$ cat config.mk
export PLATFORM = sky130hd
export DESIGN_NAME = mdio_master
export DESIGN_NICKNAME = d
export VERILOG_FILES = /design/src/rtl/mdio_pkg.sv /design/src/rtl/mdio_mdc_gen.sv /design/src/rtl/mdio_frame_fmt.sv /design/src/rtl/mdio_master.sv
export SDC_FILE = /design/constraint.sdc
export NUM_CORES = 1
export LEC_CHECK = 0
export BUFFER_PORTS_ARGS = -buffer_cell sky130_fd_sc_hd__clkbuf_2
export CORE_UTILIZATION = 30
export DETAILED_ROUTE_END_ITERATION = 8
export PLACE_DENSITY = 0.48
export SLEW_MARGIN = 25
export SYNTH_ARGS = -nofsm -noshare
export SYNTH_HDL_FRONTEND = slang
export SYNTH_HIERARCHICAL = 1
export SYNTH_SLANG_ARGS = --single-unit
$ cat constraint.sdc
create_clock -name clk -period 3.3 [get_ports clk]
set_input_delay 0 -clock clk [delete_from_list [all_inputs] [get_ports clk]]
set_output_delay 0 -clock clk [all_outputs]
set_load 0.05 [all_outputs]
$ cat src/rtl/mdio_pkg.sv
package mdio_pkg;

    typedef enum logic [3:0] {
        S_IDLE,
        S_PREAMBLE,
        S_HEADER,
        S_WR_TA,
        S_WR_DATA,
        S_RD_TA,
        S_RD_DATA,
        S_FLUSH,
        S_TAIL
    } mdio_state_e;

    typedef enum logic [2:0] {
        K_C22_RD,
        K_C22_WR,
        K_C45_ADR,
        K_C45_RD,
        K_C45_WR
    } frame_kind_e;

    localparam logic [1:0] ST_C22 = 2'b01;
    localparam logic [1:0] ST_C45 = 2'b00;
    localparam logic [1:0] OP_C22_RD = 2'b10;
    localparam logic [1:0] OP_C22_WR = 2'b01;
    localparam logic [1:0] OP_C45_ADR = 2'b00;
    localparam logic [1:0] OP_C45_RD = 2'b11;
    localparam logic [1:0] OP_C45_WR = 2'b01;

endpackage

$ cat src/rtl/mdio_mdc_gen.sv
module mdio_mdc_gen #(
    parameter int HALF_CYC = 40
) (
    input  logic clk,
    input  logic rst_n,
    input  logic run,
    output logic mdc,
    output logic bit_end
);
    localparam int CW = (HALF_CYC > 1) ? $clog2(HALF_CYC) : 1;
    localparam logic [CW-1:0] LAST = CW'(HALF_CYC - 1);

    logic [CW-1:0] cnt;
    logic          wrap;

    assign wrap    = run && (cnt == LAST);
    assign bit_end = wrap && mdc;   // high phase ends: bit time ends

    always_ff @(posedge clk or negedge rst_n) begin
        if (!rst_n) begin
            cnt <= '0;
            mdc <= 1'b0;
        end else if (!run) begin
            cnt <= '0;
            mdc <= 1'b0;
        end else if (wrap) begin
            cnt <= '0;
            mdc <= ~mdc;
        end else begin
            cnt <= cnt + 1'b1;
        end
    end
endmodule

$ cat src/rtl/mdio_frame_fmt.sv
module mdio_frame_fmt
    import mdio_pkg::*;
#(
    parameter int PHY_W  = 5,
    parameter int DEV_W  = 5,
    parameter int DATA_W = 16,
    localparam int ADDR_W = DEV_W + DATA_W,
    localparam int HDR_W  = 4 + PHY_W + DEV_W
) (
    input  frame_kind_e        kind,
    input  logic [PHY_W-1:0]   phy,
    input  logic [ADDR_W-1:0]  addr,
    input  logic [DATA_W-1:0]  wdata,
    output logic [HDR_W-1:0]   hdr,
    output logic [DATA_W-1:0]  word,
    output logic               is_write
);
    logic [1:0]       st;
    logic [1:0]       op;
    logic [DEV_W-1:0] dev;
    logic             ext;

    always_comb begin
        ext = (kind == K_C45_ADR) || (kind == K_C45_RD) || (kind == K_C45_WR);
        unique case (kind)
            K_C22_RD:  op = OP_C22_RD;
            K_C22_WR:  op = OP_C22_WR;
            K_C45_ADR: op = OP_C45_ADR;
            K_C45_RD:  op = OP_C45_RD;
            default:   op = OP_C45_WR;
        endcase
        st       = ext ? ST_C45 : ST_C22;
        dev      = ext ? addr[ADDR_W-1:DATA_W] : addr[DEV_W-1:0];
        hdr      = {st, op, phy, dev};
        word     = (kind == K_C45_ADR) ? addr[DATA_W-1:0] : wdata;
        is_write = (kind != K_C22_RD) && (kind != K_C45_RD);
    end
endmodule

$ cat src/rtl/mdio_master.sv
module mdio_master
    import mdio_pkg::*;
#(
    parameter int HALF_CYC   = 40,
    parameter int PHY_W      = 5,
    parameter int DEV_W      = 5,
    parameter int DATA_W     = 16,
    parameter int PRE_BITS   = 32,
    parameter int FLUSH_BITS = 32
) (
    input  logic                      clk,
    input  logic                      rst_n,
    input  logic                      start,
    input  logic                      wr,
    input  logic                      c45,
    input  logic [PHY_W-1:0]          phy_addr,
    input  logic [DEV_W+DATA_W-1:0]   reg_addr,
    input  logic [DATA_W-1:0]         wdata,
    output logic                      busy,
    output logic [DATA_W-1:0]         rdata,
    output logic                      err,
    output logic                      mdc,
    output logic                      mdo,
    output logic                      mdo_oe,
    input  logic                      mdi
);
    localparam int ADDR_W = DEV_W + DATA_W;
    localparam int HDR_W  = 4 + PHY_W + DEV_W;
    localparam int BC_W   = $clog2(PRE_BITS + FLUSH_BITS + DATA_W + HDR_W);

    mdio_state_e          state, state_n;
    frame_kind_e          kind;
    logic [BC_W-1:0]      bit_cnt;
    logic [PHY_W-1:0]     lat_phy;
    logic [ADDR_W-1:0]    lat_addr;
    logic [DATA_W-1:0]    lat_wdata;
    logic                 lat_wr;
    logic [HDR_W-1:0]     hdr_sh;
    logic [DATA_W-1:0]    dat_sh;
    logic [DATA_W-1:0]    rx_sh;
    logic                 bit_end;
    logic                 last;
    logic                 run;
    logic [HDR_W-1:0]     fmt_hdr;
    logic [DATA_W-1:0]    fmt_word;
    logic                 fmt_wr;

    assign run  = (state != S_IDLE);
    assign last = (bit_cnt == '0);

    mdio_mdc_gen #(.HALF_CYC(HALF_CYC)) u_mdc (
        .clk     (clk),
        .rst_n   (rst_n),
        .run     (run),
        .mdc     (mdc),
        .bit_end (bit_end)
    );

    mdio_frame_fmt #(.PHY_W(PHY_W), .DEV_W(DEV_W), .DATA_W(DATA_W)) u_fmt (
        .kind     (kind),
        .phy      (lat_phy),
        .addr     (lat_addr),
        .wdata    (lat_wdata),
        .hdr      (fmt_hdr),
        .word     (fmt_word),
        .is_write (fmt_wr)
    );

    // next state
    always_comb begin
        state_n = state;
        unique case (state)
            S_IDLE:     if (start) state_n = S_PREAMBLE;
            S_PREAMBLE: if (bit_end && last) state_n = S_HEADER;
            S_HEADER:   if (bit_end && last) state_n = fmt_wr ? S_WR_TA : S_RD_TA;
            S_WR_TA:    if (bit_end && last) state_n = S_WR_DATA;
            S_WR_DATA:  if (bit_end && last) state_n = S_TAIL;
            S_RD_TA:    if (bit_end) state_n = mdi ? S_FLUSH : S_RD_DATA;
            S_RD_DATA:  if (bit_end && last) state_n = S_TAIL;
            S_FLUSH:    if (bit_end && last) state_n = S_TAIL;
            S_TAIL:     if (bit_end) state_n = (kind == K_C45_ADR) ? S_PREAMBLE : S_IDLE;
            default:    state_n = S_IDLE;
        endcase
    end

    // state register
    always_ff @(posedge clk or negedge rst_n) begin
        if (!rst_n) state <= S_IDLE;
        else        state <= state_n;
    end

    // bit counter, shifters and results
    always_ff @(posedge clk or negedge rst_n) begin
        if (!rst_n) begin
            kind      <= K_C22_RD;
            bit_cnt   <= '0;
            lat_phy   <= '0;
            lat_addr  <= '0;
            lat_wdata <= '0;
            lat_wr    <= 1'b0;
            hdr_sh    <= '0;
            dat_sh    <= '0;
            rx_sh     <= '0;
            rdata     <= '0;
            err       <= 1'b0;
        end else if (state == S_IDLE) begin
            if (start) begin
                lat_phy   <= phy_addr;
                lat_addr  <= reg_addr;
                lat_wdata <= wdata;
                lat_wr    <= wr;
                kind      <= c45 ? K_C45_ADR : (wr ? K_C22_WR : K_C22_RD);
                bit_cnt   <= BC_W'(PRE_BITS - 1);
                err       <= 1'b0;
            end
        end else if (bit_end) begin
            if (!last) bit_cnt <= bit_cnt - 1'b1;
            unique case (state)
                S_PREAMBLE: if (last) begin
                    hdr_sh  <= fmt_hdr;
                    bit_cnt <= BC_W'(HDR_W - 1);
                end
                S_HEADER: begin
                    hdr_sh <= hdr_sh << 1;
                    if (last) begin
                        dat_sh  <= fmt_word;
                        bit_cnt <= fmt_wr ? BC_W'(1) : '0;
                    end
                end
                S_WR_TA:   if (last) bit_cnt <= BC_W'(DATA_W - 1);
                S_WR_DATA: dat_sh <= dat_sh << 1;
                S_RD_TA:   bit_cnt <= mdi ? BC_W'(FLUSH_BITS - 1) : BC_W'(DATA_W - 1);
                S_RD_DATA: begin
                    rx_sh <= {rx_sh[DATA_W-2:0], mdi};
                    if (last) rdata <= {rx_sh[DATA_W-2:0], mdi};
                end
                S_FLUSH: if (last) begin
                    rdata <= '1;
                    err   <= 1'b1;
                end
                S_TAIL: if (kind == K_C45_ADR) begin
                    kind    <= lat_wr ? K_C45_WR : K_C45_RD;
                    bit_cnt <= BC_W'(PRE_BITS - 1);
                end
                default: ;
            endcase
        end
    end

    // outputs
    always_comb begin
        busy   = (state != S_IDLE);
        mdo    = 1'b0;
        mdo_oe = 1'b0;
        unique case (state)
            S_PREAMBLE: begin mdo_oe = 1'b1; mdo = 1'b1;              end
            S_HEADER:   begin mdo_oe = 1'b1; mdo = hdr_sh[HDR_W-1];   end
            S_WR_TA:    begin mdo_oe = 1'b1; mdo = bit_cnt[0];        end
            S_WR_DATA:  begin mdo_oe = 1'b1; mdo = dat_sh[DATA_W-1];  end
            default:    ;
        endcase
    end
endmodule

# --- After elaboration in Yosys (flattened, before gate mapping) ---
# Index checks and enable logic that the tools add are counted.
totals:
  regBits: 126
  out_inout_bits: 21
  elab_cells: 125
classes:
  addsub: 2
  eq_ne: 25
  mux: 52
  bitwise_logic: 2
  reduce_logical: 30
ops:
  columns: ["cell", "n"]
  rows:
  - ["$mux 16", 4]
  - ["$pmux 16 s2", 2]
  - ["$mux 7", 8]
  - ["$pmux 7 s5", 1]
  - ["$mux 4", 7]
  - ["$pmux 14 s2", 1]
  - ["$pmux 4 s7", 1]
  - ["$ne 2x2->1 const B", 11]
  - ["$mux 3", 7]
  - ["$eq 4x3->1 const B", 4]
  - ["$reduce_and 4->1", 4]
  - ["$reduce_bool 2->1", 8]
  - ["$mux 14", 1]
  - ["$mux 1", 13]
  - ["$mux 6", 2]
  - ["$mux 5", 2]
  - ["$eq 4x2->1 const B", 2]
  - ["$logic_not 7->1", 1]
  - ["$reduce_and 7->1", 1]
  - ["$sub 7x1->7 const B", 1]
  - ["$add 6x1->6 const B", 1]
  - ["$eq 3x2->1 const B", 2]
  - ["$eq 6x6->1 const B", 1]
  - ["$pmux 2 s3", 1]
  - ["19 further kinds", 25]

# --- Longest topological paths before layout ---
# Gate-level depths: netlist of the first run.
logic_depth:
  depth_word: 7
  mapped_depth: 12
  mapped_depth_nobuf: 11

# --- Hierarchy ---
# Netlist of the first run, hierarchy kept.
by_module_without_submodules:
  columns: ["module", "n_inst", "cells_each", "area_each_um2"]
  rows:
  - ["mdio_master", 1, 476, 5356.4]
  - ["mdio_frame_fmt", 1, 37, 381.6]
  - ["mdio_mdc_gen", 1, 29, 324.1]

# --- Worst setup path before layout of the first run ---
# Ideal clock, no wire load.
synth_path:
  path_type: "register to register"
  start: "register state[0]"
  end: "register hdr_sh[10]"
  setup_time_ps: 77
  t_arrival_ps: 2520
  required_ps: 3223
  path_slack_ps: 703
  path_stages_with_launch: 12
  cell_sequence: "dfrtp_1 -> buf_4 -> nor4_4 -> inv_1 -> nand2_1 -> nor3_1 -> clkbuf_1 -> nand2_1 -> nor2_1 -> buf_2 -> nor2_1 -> a21oi_1"
synth_via:
  elab_chain_cells: 4
synth_lines:
  columns: ["element", "line_no", "source"]
  rows:
  - ["start: declaration", "mdio_master.sv:31", "mdio_state_e state, state_n;"]
  - ["start signal: assignment", "mdio_master.sv:89", "else state <= state_n;"]
  - ["$reduce_bool 4->1", null, null]
  - ["named net busy", "mdio_master.sv:19", "output logic busy,"]
  - ["$logic_and 1x1->1", "mdio_mdc_gen.sv:16", "assign wrap = run && (cnt == LAST);"]
  - ["$logic_and 1x1->1", "mdio_mdc_gen.sv:17", "assign bit_end = wrap && mdc;"]
  - ["named net bit_end", "mdio_master.sv:41", "logic bit_end;"]
  - ["$reduce_and 4->1 (no line)", null, null]
  - ["end signal: assignment", "mdio_master.sv:120", "hdr_sh <= fmt_hdr;"]
  - ["end signal: assignment", "mdio_master.sv:124", "hdr_sh <= hdr_sh << 1;"]
  - ["end: declaration", "mdio_master.sv:38", "logic [HDR_W-1:0] hdr_sh;"]
# The timed path passes the listed nets, and every way through them passes these cells.
# A chain may end at the register's enable or synchronous reset.

# --- Worst setup path after layout of the first run ---
layout_path:
  start: "register state[3]"
  end: "output mdo"
layout_via:
  elab_chain_cells: 2
layout_lines:
  columns: ["element", "line_no", "source"]
  rows:
  - ["$eq 4x3->1, or another cell as far along", "mdio_master.sv:155", "unique case (state)"]
  - ["$pmux 1 s4 (*)", "mdio_master.sv:155", null]
  - ["end: declaration", "mdio_master.sv:23", "output logic mdo,"]
# Mark *: on every way between the ends. The rest lies on a longest branch, timed or not.

==> results of run 1 <==
-- per-layer routing --
metal / vias to the layer above / wire, µm / track usage [%]
met5: - / 0 / 0
met4: 0 / 138 / 5.32
met3: 13 / 533 / 3.38
met2: 77 / 6300 / 22.1
met1: 2107 / 5960 / 17.2
li1: 2138 / - / -
-- worst max-delay path, stage by stage (launching register included) --
cell and delay (ps):
dfrtp_1 410, buf_4 220, nor2_1 320, and2_1 520, nand2_1 90, o21ai_0 160
clkbuf_2 350
-- kinds of logic (layout without fill, tap and decap cells) --
logic type | Yosys count | count (layout) | synth area share, %
DFF | 126 | 126 | 52.0
muxes | 109 | 109 | 20.0
and+or+nand+nor | 151 | 151 | 12.8
buffers and inverters | 46 | 173 | 4.02
xor gates and xnor gates | 4 | 4 | 0.578
adders and majority gates | 4 | 4 | 0.826
other | 1 | 1 | 0.0619
AOI/OAI and AO/OA | 101 | 101 | 9.64
-- synthesized netlist by cell type, types with 3 or more instances --
cell,n
a21oi_1,59
a31oi_1,8
and2_1,5
buf_2,15
buf_4,10
clkbuf_1,8
dfrtp_1,126
ha_1,4
inv_1,11
mux2_1,3
mux2_2,71
mux2_4,6
mux2i_1,29
nand2_1,19
nand2b_1,4
nand3_1,7
nor2_1,77
nor2b_1,6
nor3_1,5
nor3b_1,4
o21ai_0,12
-- path summary, 6_finish.rpt --
kind	from	end	slack, ps	cells after the start
worst max-delay path	state[3]$_DFFE_PN0P_	mdo	820	6
worst min-delay path	rst_n	rdata[14]$_DFFE_PN0P_	230	2
worst max register to register	bit_cnt[0]$_DFFE_PN0P_	bit_cnt[0]$_DFFE_PN0P_	840	10
worst min register to register	u_mdc/cnt[0]$_DFF_PN0_	u_mdc/cnt[0]$_DFF_PN0_	490	1
max in group asynchronous	rst_n	lat_addr[10]$_DFFE_PN0P_	2220	3
min in group clk	wdata[9]	lat_wdata[9]$_DFFE_PN0P_	350	3
-- flip-flops by register name (all words and copies together) (netlist names) --
| signal | count |
|---|---|
| lat_wr | 1 |
| u_mdc/cnt | 6 |
| dat_sh | 16 |
| bit_cnt | 7 |
| state | 4 |
| hdr_sh | 14 |
| kind | 3 |
| lat_phy | 5 |
| lat_wdata | 16 |
| err | 1 |
| rx_sh | 15 |
| u_mdc/mdc | 1 |
| rdata | 16 |
| lat_addr | 21 |
-- layout make-up --
cell class,count,share of cell area [%]
repair buffers,130,11.9
clock buffers,19,5.71
inverters,11,0.532
flip-flops and latches,126,40.6
clock inverters,13,2.42
well taps,265,4.27
multi-input cells,370,34.5
-- metrics by stage --
step | area (µm²) | cells | utilization [%]
floorplan | 6060 | 542 | -
global placement | 6660 | 855 | 33.9
detailed placement | 6660 | 855 | 33.9
CTS | 7760 | 934 | 39.5
global route | 7760 | 934 | 39.5
finish | 7760 | 934 | 39.5
-- power groups by stage --
stage / logic [µW] / registers [µW] / clock network [µW]
final: 1460 / 2030 / 1980
after global routing: 1620 / 2070 / 2120
after CTS: 1490 / 2040 / 2040
after detailed placement: 1440 / 2060 / 0
after global placement: 1420 / 2050 / 0
after floorplan: 1200 / 1990 / 0
-- timing repair --
action                                 in CTS  in global routing
hold buffers                               47                  0
buffers inserted                            0                  0
gates resized for setup                     0                  0
endpoints found under the hold margin     107                  0
==> flow_summary.json, run 1 <==
{
  "p_sw_uw": 1570,
  "hpwl_um": 8970,
  "finalSetupViolCount": 0,
  "path_max_fanout": 16,
  "mostFrequentLayoutCells": "dfrtp_1, nor2_1, mux2_2, clkbuf_2, a21oi_1",
  "ios": 69,
  "cts_buffers": 17,
  "vias": 4335,
  "cp-start-kind": "flop",
  "min_period_ps": 2480,
  "initial_core_util_pct": 30.8,
  "power.internal_uw": 3900,
  "grt_max_degree": 62,
  "yosysSeqAreaShare_pct": 52.0,
  "drc": 0,
  "path_class": "reg -> out",
  "antenna_found_initial": 0,
  "finalWirelength_um": 12900,
  "drv_slew": 0,
  "pre_cts_ws_ps": 897,
  "avgSynthCellArea_um2": 11.2,
  "wl_per_cell_um": 13.8,
  "port_buffers": 68,
  "synth_top_area_cell": "dfrtp_1",
  "seq_area_mm2": 0.00315,
  "cts_buffer_depth": 2,
  "htree_levels": 4,
  "tns_ps": 0,
  "core_mm2": 0.0197,
  "diodes": 0,
  "rsz0062_at_grt": "false",
  "netlist_area_mm2": 0.00606,
  "track_usage_pct": 13.6,
  "arrival_ps": 2480,
  "worst_setup_path_end_kind": "primary output",
  "globalplace.congestion": 0.814,
  "power.share.switching_pct": 28.7,
  "max_freq_ghz": 0.403,
  "fillers": 1974,
  "area_growth_pct": 28.0,
  "multi_input_area_mm2": 0.00268,
  "layout-drive-gt1-share_pct": 31.1,
  "cts_sinks": 126,
  "clock_skew_ps": 8.11,
  "synth-edff-count": 0,
  "grt_pass1_vias": 4340,
  "layout.nets": 708,
  "p_per_area_mw_per_mm2": 706,
  "route.antenna.remaining_nets": 0,
  "drtIter0Drc": 140,
  "min_path_type": "in -> async",
  "clkPwrFrac_pct": 36.2,
  "grt_first_pass_wirelength_um": 21700,
  "path_clk_slew_ps": 60,
  "ys_top_cells_by_area": "dfrtp_1, mux2_2, a21oi_1, mux2i_1, nor2_1",
  "grt-ovfl-total": 0,
  "layout_commonest_cell": "dfrtp_1",
  "cts_tree": "done",
  "ys_types": 59,
  "yosys.area.top_type_share_pct": 52.0,
  "die_x_um": 144,
  "clock_latency_ps": 410,
  "drv_cap": 0,
  "synth_cells": 542,
  "die_h_um": 144,
  "cts-root-buf": "clkbuf_16",
  "synth_warnings": 6,
  "dieArea_mm2": 0.0208,
  "hold_viol_final": 0,
  "p_seq_share_pct": 37.1,
  "power_uw": 5480,
  "pwr-share-comb_pct": 26.7,
  "outcome": "finished clean",
  "synth_fp_nets": 594,
  "dr.pass1.iters": 5,
  "period_share_pct": 75.2,
  "peakVddDrop_uv": 368,
  "vias_per_cell": 4.64,
  "rows": 51,
  "worstMarginPinSlew_ps": 793,
  "async_reset_ff_share_pct": 100,
  "fin_hold_ws_ps": 234,
  "synthFlopType": "dfrtp_1",
  "synth-seq-cells": 126,
  "final.setup.worst_slack_ps": 819,
  "slew_headroom_pct": 47.2,
  "p_leak_uw": 0.00343,
  "critPathRequiredTime_ps": 3300
}
(Power assumes the default switching activity.)
==> run 2: changes to the inputs <==
--- a/config.mk
+++ b/config.mk
@@ -5,10 +5,11 @@
 export SDC_FILE = /design/constraint.sdc
 export NUM_CORES = 1
 export LEC_CHECK = 0
+export ABC_AREA = 1
 export BUFFER_PORTS_ARGS = -buffer_cell sky130_fd_sc_hd__clkbuf_2
 export CORE_UTILIZATION = 30
 export DETAILED_ROUTE_END_ITERATION = 8
-export PLACE_DENSITY = 0.48
+export PLACE_DENSITY = 0.49
 export SLEW_MARGIN = 25
 export SYNTH_ARGS = -nofsm -noshare
 export SYNTH_HDL_FRONTEND = slang
==> constraint.sdc (replaced) <==
create_clock -name clk -period 2.07 [get_ports clk]
set_input_delay 0 -clock clk [delete_from_list [all_inputs] [get_ports clk]]
set_output_delay 0 -clock clk [all_outputs]
set_load 0.05 [all_outputs]
==> flow_summary.json, run 2 <==
{
  "grt_first_pass_wirelength_um": 24100,
  "vias_per_cell": 4.36,
  "synth_cells": 773,
  "drc": 0,
  "pre_cts_ws_ps": 16.3,
  "ys_top_cells_by_area": "dfrtp_1, nand2_1, inv_1, o21ai_1, nor2_1",
  "path_max_fanout": 32,
  "clock_skew_ps": 14.5,
  "grt-ovfl-total": 0,
  "p_leak_uw": 0.00420,
  "die_x_um": 145,
  "htree_levels": 4,
  "mostFrequentLayoutCells": "nand2_1, dfrtp_1, inv_1, clkbuf_2, nor2_1",
  "layout-drive-gt1-share_pct": 18.1,
  "drv_cap": 0,
  "antenna_found_initial": 0,
  "hold_viol_final": 0,
  "slew_headroom_pct": 55.1,
  "synthFlopType": "dfrtp_1",
  "tns_ps": 0,
  "synth-seq-cells": 126,
  "die_h_um": 145,
  "yosys.area.top_type_share_pct": 51.3,
  "hpwl_um": 9250,
  "wl_per_cell_um": 12.0,
  "finalWirelength_um": 14100,
  "dpl.cell_count": 1090,
  "dr.pass1.iters": 4,
  "m1WireLength_um": 7110,
  "instances_no_fill": 1173,
  "yosysMostFrequentCell": "nand2_1",
  "min_path_type": "in -> async",
  "worst_setup_path_end_kind": "flop",
  "dieArea_mm2": 0.0210,
  "cts_sinks": 126,
  "synth_top_area_cell": "dfrtp_1",
  "top_register": "lat_addr",
  "globalplace.congestion": 0.835,
  "yosysSeqAreaShare_pct": 51.3,
  "synth_fp_nets": 825,
  "track_usage_pct": 14.3,
  "outcome": "finished clean",
  "diodes": 0,
  "min_period_ps": 1900,
  "met2_length_um": 6360,
  "cts-root-buf": "clkbuf_16",
  "grt_pass1_vias": 5046,
  "final.setup.worst_slack_ps": 166,
  "vias": 5114,
  "cts_buffer_depth": 2,
  "critPathRequiredTime_ps": 2380,
  "avgSynthCellArea_um2": 7.94,
  "layout_commonest_cell": "nand2_1",
  "path_clk_slew_ps": 60,
  "route.met3.wl_um": 407,
  "core_mm2": 0.0198,
  "worstMarginPinSlew_ps": 673,
  "path_class": "reg -> reg",
  "peakVddDrop_uv": 500,
  "ys_types": 36,
  "p_per_area_mw_per_mm2": 712,
  "area_growth_pct": 30.2,
  "fillers": 2071,
  "synth_common_cells": "nand2_1, dfrtp_1, inv_1, nor2_1, o21ai_1",
  "initial_core_util_pct": 31.0,
  "drtIter0Drc": 332,
  "drv_slew": 0,
  "period_share_pct": 92.0,
  "max_freq_ghz": 0.525,
  "postLayoutCoreUtil_pct": 40.4,
  "cts_buffers": 17,
  "synth_warnings": 6,
  "async_reset_ff_share_pct": 100,
  "largest_reg_flops": 21,
  "grt_max_degree": 49,
  "ios": 69,
  "rows": 51,
  "cp-start-kind": "flop",
  "netlist_area_mm2": 0.00614,
  "cts_tree": "done",
  "synth-edff-count": 0,
  "port_buffers": 68,
  "highest_layer": "met4",
  "finalSetupViolCount": 0,
  "route.antenna.remaining_nets": 0,
  "clock_latency_ps": 430,
  "layout.nets": 947,
  "arrival_ps": 2210
}
-- run 2: changes by cell type in the layout (fill, tap and decap cells not counted), moves of 6 or more --
| cell | change |
|---|---|
| o21ai_1 | +47 |
| buf_12 | +7 |
| mux2_2 | -71 |
| mux2i_1 | -14 |
| o21ai_0 | +25 |
| a21oi_1 | -37 |
| nand3_1 | +14 |
| mux2_4 | -6 |
| inv_1 | +59 |
| nor2b_1 | -6 |
| nand2_1 | +265 |
| inv_2 | +10 |
| nor2_1 | -23 |
-- run 2: repair_timing --
item                                    in CTS  in global routing
hold buffers                                46                  0
endpoints found under the hold margin       92                  0
gates resized for setup                      1                 13
cloned                                       0                  3
pin swaps                                    0                  3
endpoints found under the setup margin       1                 60
buffers inserted                             0                  2
-- run 2: cell families (layout without fill, tap and decap cells) --
logic type,Yosys count,after routing,synth area share [%]
and+or+nand+nor,386,388,26.0
DFF,126,126,51.3
AOI/OAI and AO/OA,120,120,10.5
buffers and inverters,115,248,7.97
muxes,15,15,2.44
xor gates and xnor gates,6,6,0.856
adders and majority gates,4,4,0.815
other,1,1,0.0611
-- run 2: layout make-up --
type | count | area (µm²) | share of cell area, %
Inverter | 81 | 309 | 3.87
Timing Repair Buffer | 135 | 1070 | 13.4
Clock buffer | 18 | 439 | 5.49
Sequential cell | 126 | 3150 | 39.5
Clock inverter | 14 | 135 | 1.69
Multi-Input combinational cell | 534 | 2550 | 31.9
Tap cell | 265 | 332 | 4.15
-- run 2: per-stage QoR --
stage	cell area (µm²)	hold WS (ps)	total power, µW
floorplan	6140	-296	2640
global route	7990	194	5930
finish	7990	156	5690
CTS	7890	171	5780
detailed placement	6860	84.6	2770
global placement	6860	86.8	2760
-- run 2: critical path, stage by stage, from the launching register on --
cell and delay [ps]:
dfrtp_1 390, ha_2 210, nand2_2 80, nor2_4 100, nand2_2 80, nor3_2 140
buf_4 140, nand2_2 120, clkinv_4 130, nand2_1 100, buf_12 180, nand2_1 70
o21ai_1 50
-- run 2: path summary, 6_finish.rpt --
| path | start | endpoint | slack (ps) | depth (start not counted) |
|---|---|---|---|---|
| max | u_mdc/cnt[0]$_DFF_PN0_ | dat_sh[15]$_DFFE_PN0P_ | 170 | 12 |
| min | rst_n | rdata[3]$_DFFE_PN0P_ | 160 | 2 |
| max reg2reg | u_mdc/cnt[0]$_DFF_PN0_ | dat_sh[15]$_DFFE_PN0P_ | 170 | 12 |
| min reg2reg | lat_addr[20]$_DFFE_PN0P_ | lat_addr[20]$_DFFE_PN0P_ | 470 | 2 |
| max in group asynchronous | rst_n | dat_sh[11]$_DFFE_PN0P_ | 1260 | 3 |
| min in group clk | start | state[1]$_DFFE_PN0P_ | 160 | 5 |
-- run 2: metal layers --
metal,GRT usage [%],up-vias
met4,5.68,0
met3,3.24,13
met2,22.1,84
met1,19.4,2347
met5,0,-
li1,-,2670
-- run 2: power by group --
group	total, µW	switching [µW]	internal (µW)	leakage (µW)
combinational	251	119	132	0.00228
sequential	2530	24.1	2510	0.00165
clock	2910	1200	1700	0.000280
total	5690	1350	4340	0.00420
==> run 3: changes to the inputs <==
--- a/config.mk
+++ b/config.mk
@@ -5,7 +5,6 @@
 export SDC_FILE = /design/constraint.sdc
 export NUM_CORES = 1
 export LEC_CHECK = 0
-export ABC_AREA = 1
 export BUFFER_PORTS_ARGS = -buffer_cell sky130_fd_sc_hd__clkbuf_2
 export CORE_UTILIZATION = 30
 export DETAILED_ROUTE_END_ITERATION = 8
==> flow_summary.json, run 3 (synthesis gave the netlist of run 1 again) <==
{
  "critPathMaxStageDelay_ps": 420,
  "dr.pass1.iters": 5,
  "dieArea_mm2": 0.0208,
  "layout_commonest_cell": "dfrtp_1",
  "critical_path.slowest_cell": "dfrtp_2",
  "wl_per_cell_um": 14.7,
  "clock_latency_ps": 420,
  "diodes": 0,
  "grt-ovfl-total": 0,
  "layout.nets": 742,
  "drv_slew": 0,
  "worst_setup_path_end_kind": "flop",
  "slew_headroom_pct": 57.8,
  "path_cells": "nor4_4 -> clkinvlp_4 -> nand2_4 -> nor3_4 -> buf_6 -> buf_8 -> nand3_4 -> nor3_4 -> buf_6 -> clkbuf_16 -> nor2_2 -> a21oi_1",
  "cts_buffer_depth": 2,
  "die_x_um": 144,
  "path_class": "reg -> reg",
  "fillers": 1951,
  "max_freq_ghz": 0.478,
  "largest_reg_flops": 21,
  "cp-startpoint": "state[0]$_DFFE_PN0P_",
  "drc": 0,
  "cp_top_family": "buffers and inverters",
  "arrival_ps": 2390,
  "tns_ps": -43.9,
  "port_buffers": 68,
  "rsz0062_at_grt": "true",
  "seq_area_mm2": 0.00315,
  "fin_hold_ws_ps": 9.24,
  "track_usage_pct": 14.5,
  "grt_first_pass_wirelength_um": 22900,
  "clock_skew_ps": 9.09,
  "p_leak_uw": 0.00369,
  "outcome": "finished, violations left",
  "peakVddDrop_uv": 602,
  "cts-root-buf": "clkbuf_16",
  "cp.depth": 12,
  "final.setup.worst_slack_ps": -20.0,
  "rows": 51,
  "cp-start-kind": "flop",
  "path_max_fanout": 8,
  "cts_sinks": 126,
  "clkPwrFrac_pct": 33.7,
  "rr_worst_depth": 12,
  "antenna_found_initial": 0,
  "top_register": "lat_addr",
  "die_h_um": 144,
  "hold_viol_final": 0,
  "violations": "negative setup slack",
  "grt_max_degree": 82,
  "ios": 69,
  "crit_buf_inv": 5,
  "drv_cap": 0,
  "layout-drive-gt1-share_pct": 40.0,
  "mostFrequentLayoutCells": "dfrtp_1, mux2_2, clkbuf_2, nor2_1, a21oi_1",
  "htree_levels": 4,
  "p_seq_share_pct": 36.3,
  "finalWirelength_um": 14200,
  "vias": 4559,
  "pre_cts_ws_ps": -146,
  "hpwl_um": 9330,
  "route.antenna.remaining_nets": 0,
  "vias_per_cell": 4.71,
  "multi_input_area_mm2": 0.00290,
  "area_growth_pct": 38.6,
  "regToRegStartpoint": "state[0]$_DFFE_PN0P_",
  "p_sw_uw": 2630,
  "grt_pass1_vias": 4710,
  "postLayoutCoreUtil_pct": 42.7,
  "min_path_type": "in -> async",
  "finalSetupViolCount": 6,
  "p_per_area_mw_per_mm2": 1060,
  "path_clk_slew_ps": 60,
  "cts_tree": "done",
  "power.internal_uw": 6310,
  "initial_core_util_pct": 30.8,
  "critPathRequiredTime_ps": 2370,
  "period_share_pct": 101,
  "power.share.switching_pct": 29.4,
  "globalplace.congestion": 0.820,
  "worstMarginPinSlew_ps": 630,
  "core_mm2": 0.0197,
  "min_period_ps": 2090,
  "pwr-share-comb_pct": 30.0,
  "drtIter0Drc": 172,
  "cts_buffers": 17
}
==> run 3: timing repair <==
action	4_1_cts	5_1_grt
gates cloned	1	4
endpoints found under the setup margin	35	68
hold endpoints to repair	175	0
hold buffers	47	0
pin swaps	0	7
buffers inserted	1	4
resized for setup	7	54
==> run 3: per-layer routing <==
metal  share of wire [%]  GRT usage, %  up-vias
met5                   0             0        -
met4                 1.2          5.48        0
met3                 3.1          3.48       11
met2                  50          24.3       76
met1                  46          18.0     2274
li1                    -             -     2198
==> run 3: power by group through the flow <==
| stage | sequential, µW | combinational [µW] | clock [µW] |
|---|---|---|---|
| global placement | 3270 | 2410 | 0 |
| CTS | 3250 | 2650 | 3080 |
| detailed placement | 3290 | 2430 | 0 |
| global route | 3310 | 2940 | 3210 |
| finish | 3240 | 2680 | 3020 |
| floorplan | 3170 | 1920 | 0 |
==> run 3: layout make-up <==
cell class	count	share of cell area, %
clock buffers	20	5.56
repair buffers	163	16.3
well taps	265	3.95
multi-input cells	371	34.5
inverters	11	0.536
flip-flops and latches	126	37.6
clock inverters	11	1.56
==> run 3: worst paths after layout <==
check | end | slack [ps]
hold / removal | state[0]$_DFFE_PN0P_ | 9
setup / recovery | rdata[13]$_DFFE_PN0P_ | -20
hold reg to reg | lat_addr[14]$_DFFE_PN0P_ | 500
setup reg to reg | rdata[13]$_DFFE_PN0P_ | -20
min in group clk | lat_phy[3]$_DFFE_PN0P_ | 350
max in group asynchronous | dat_sh[4]$_DFFE_PN0P_ | 1340
==> run 3: stage by stage <==
step                      cell area [µm²]  std cells  total power [µW]
final                                8400        967              8940
after global routing                 8400        967              9460
after CTS                            8110        959              8990
after detailed placement             6970        879              5730
after global placement               6970        879              5670
after floorplan                      6140        542              5090
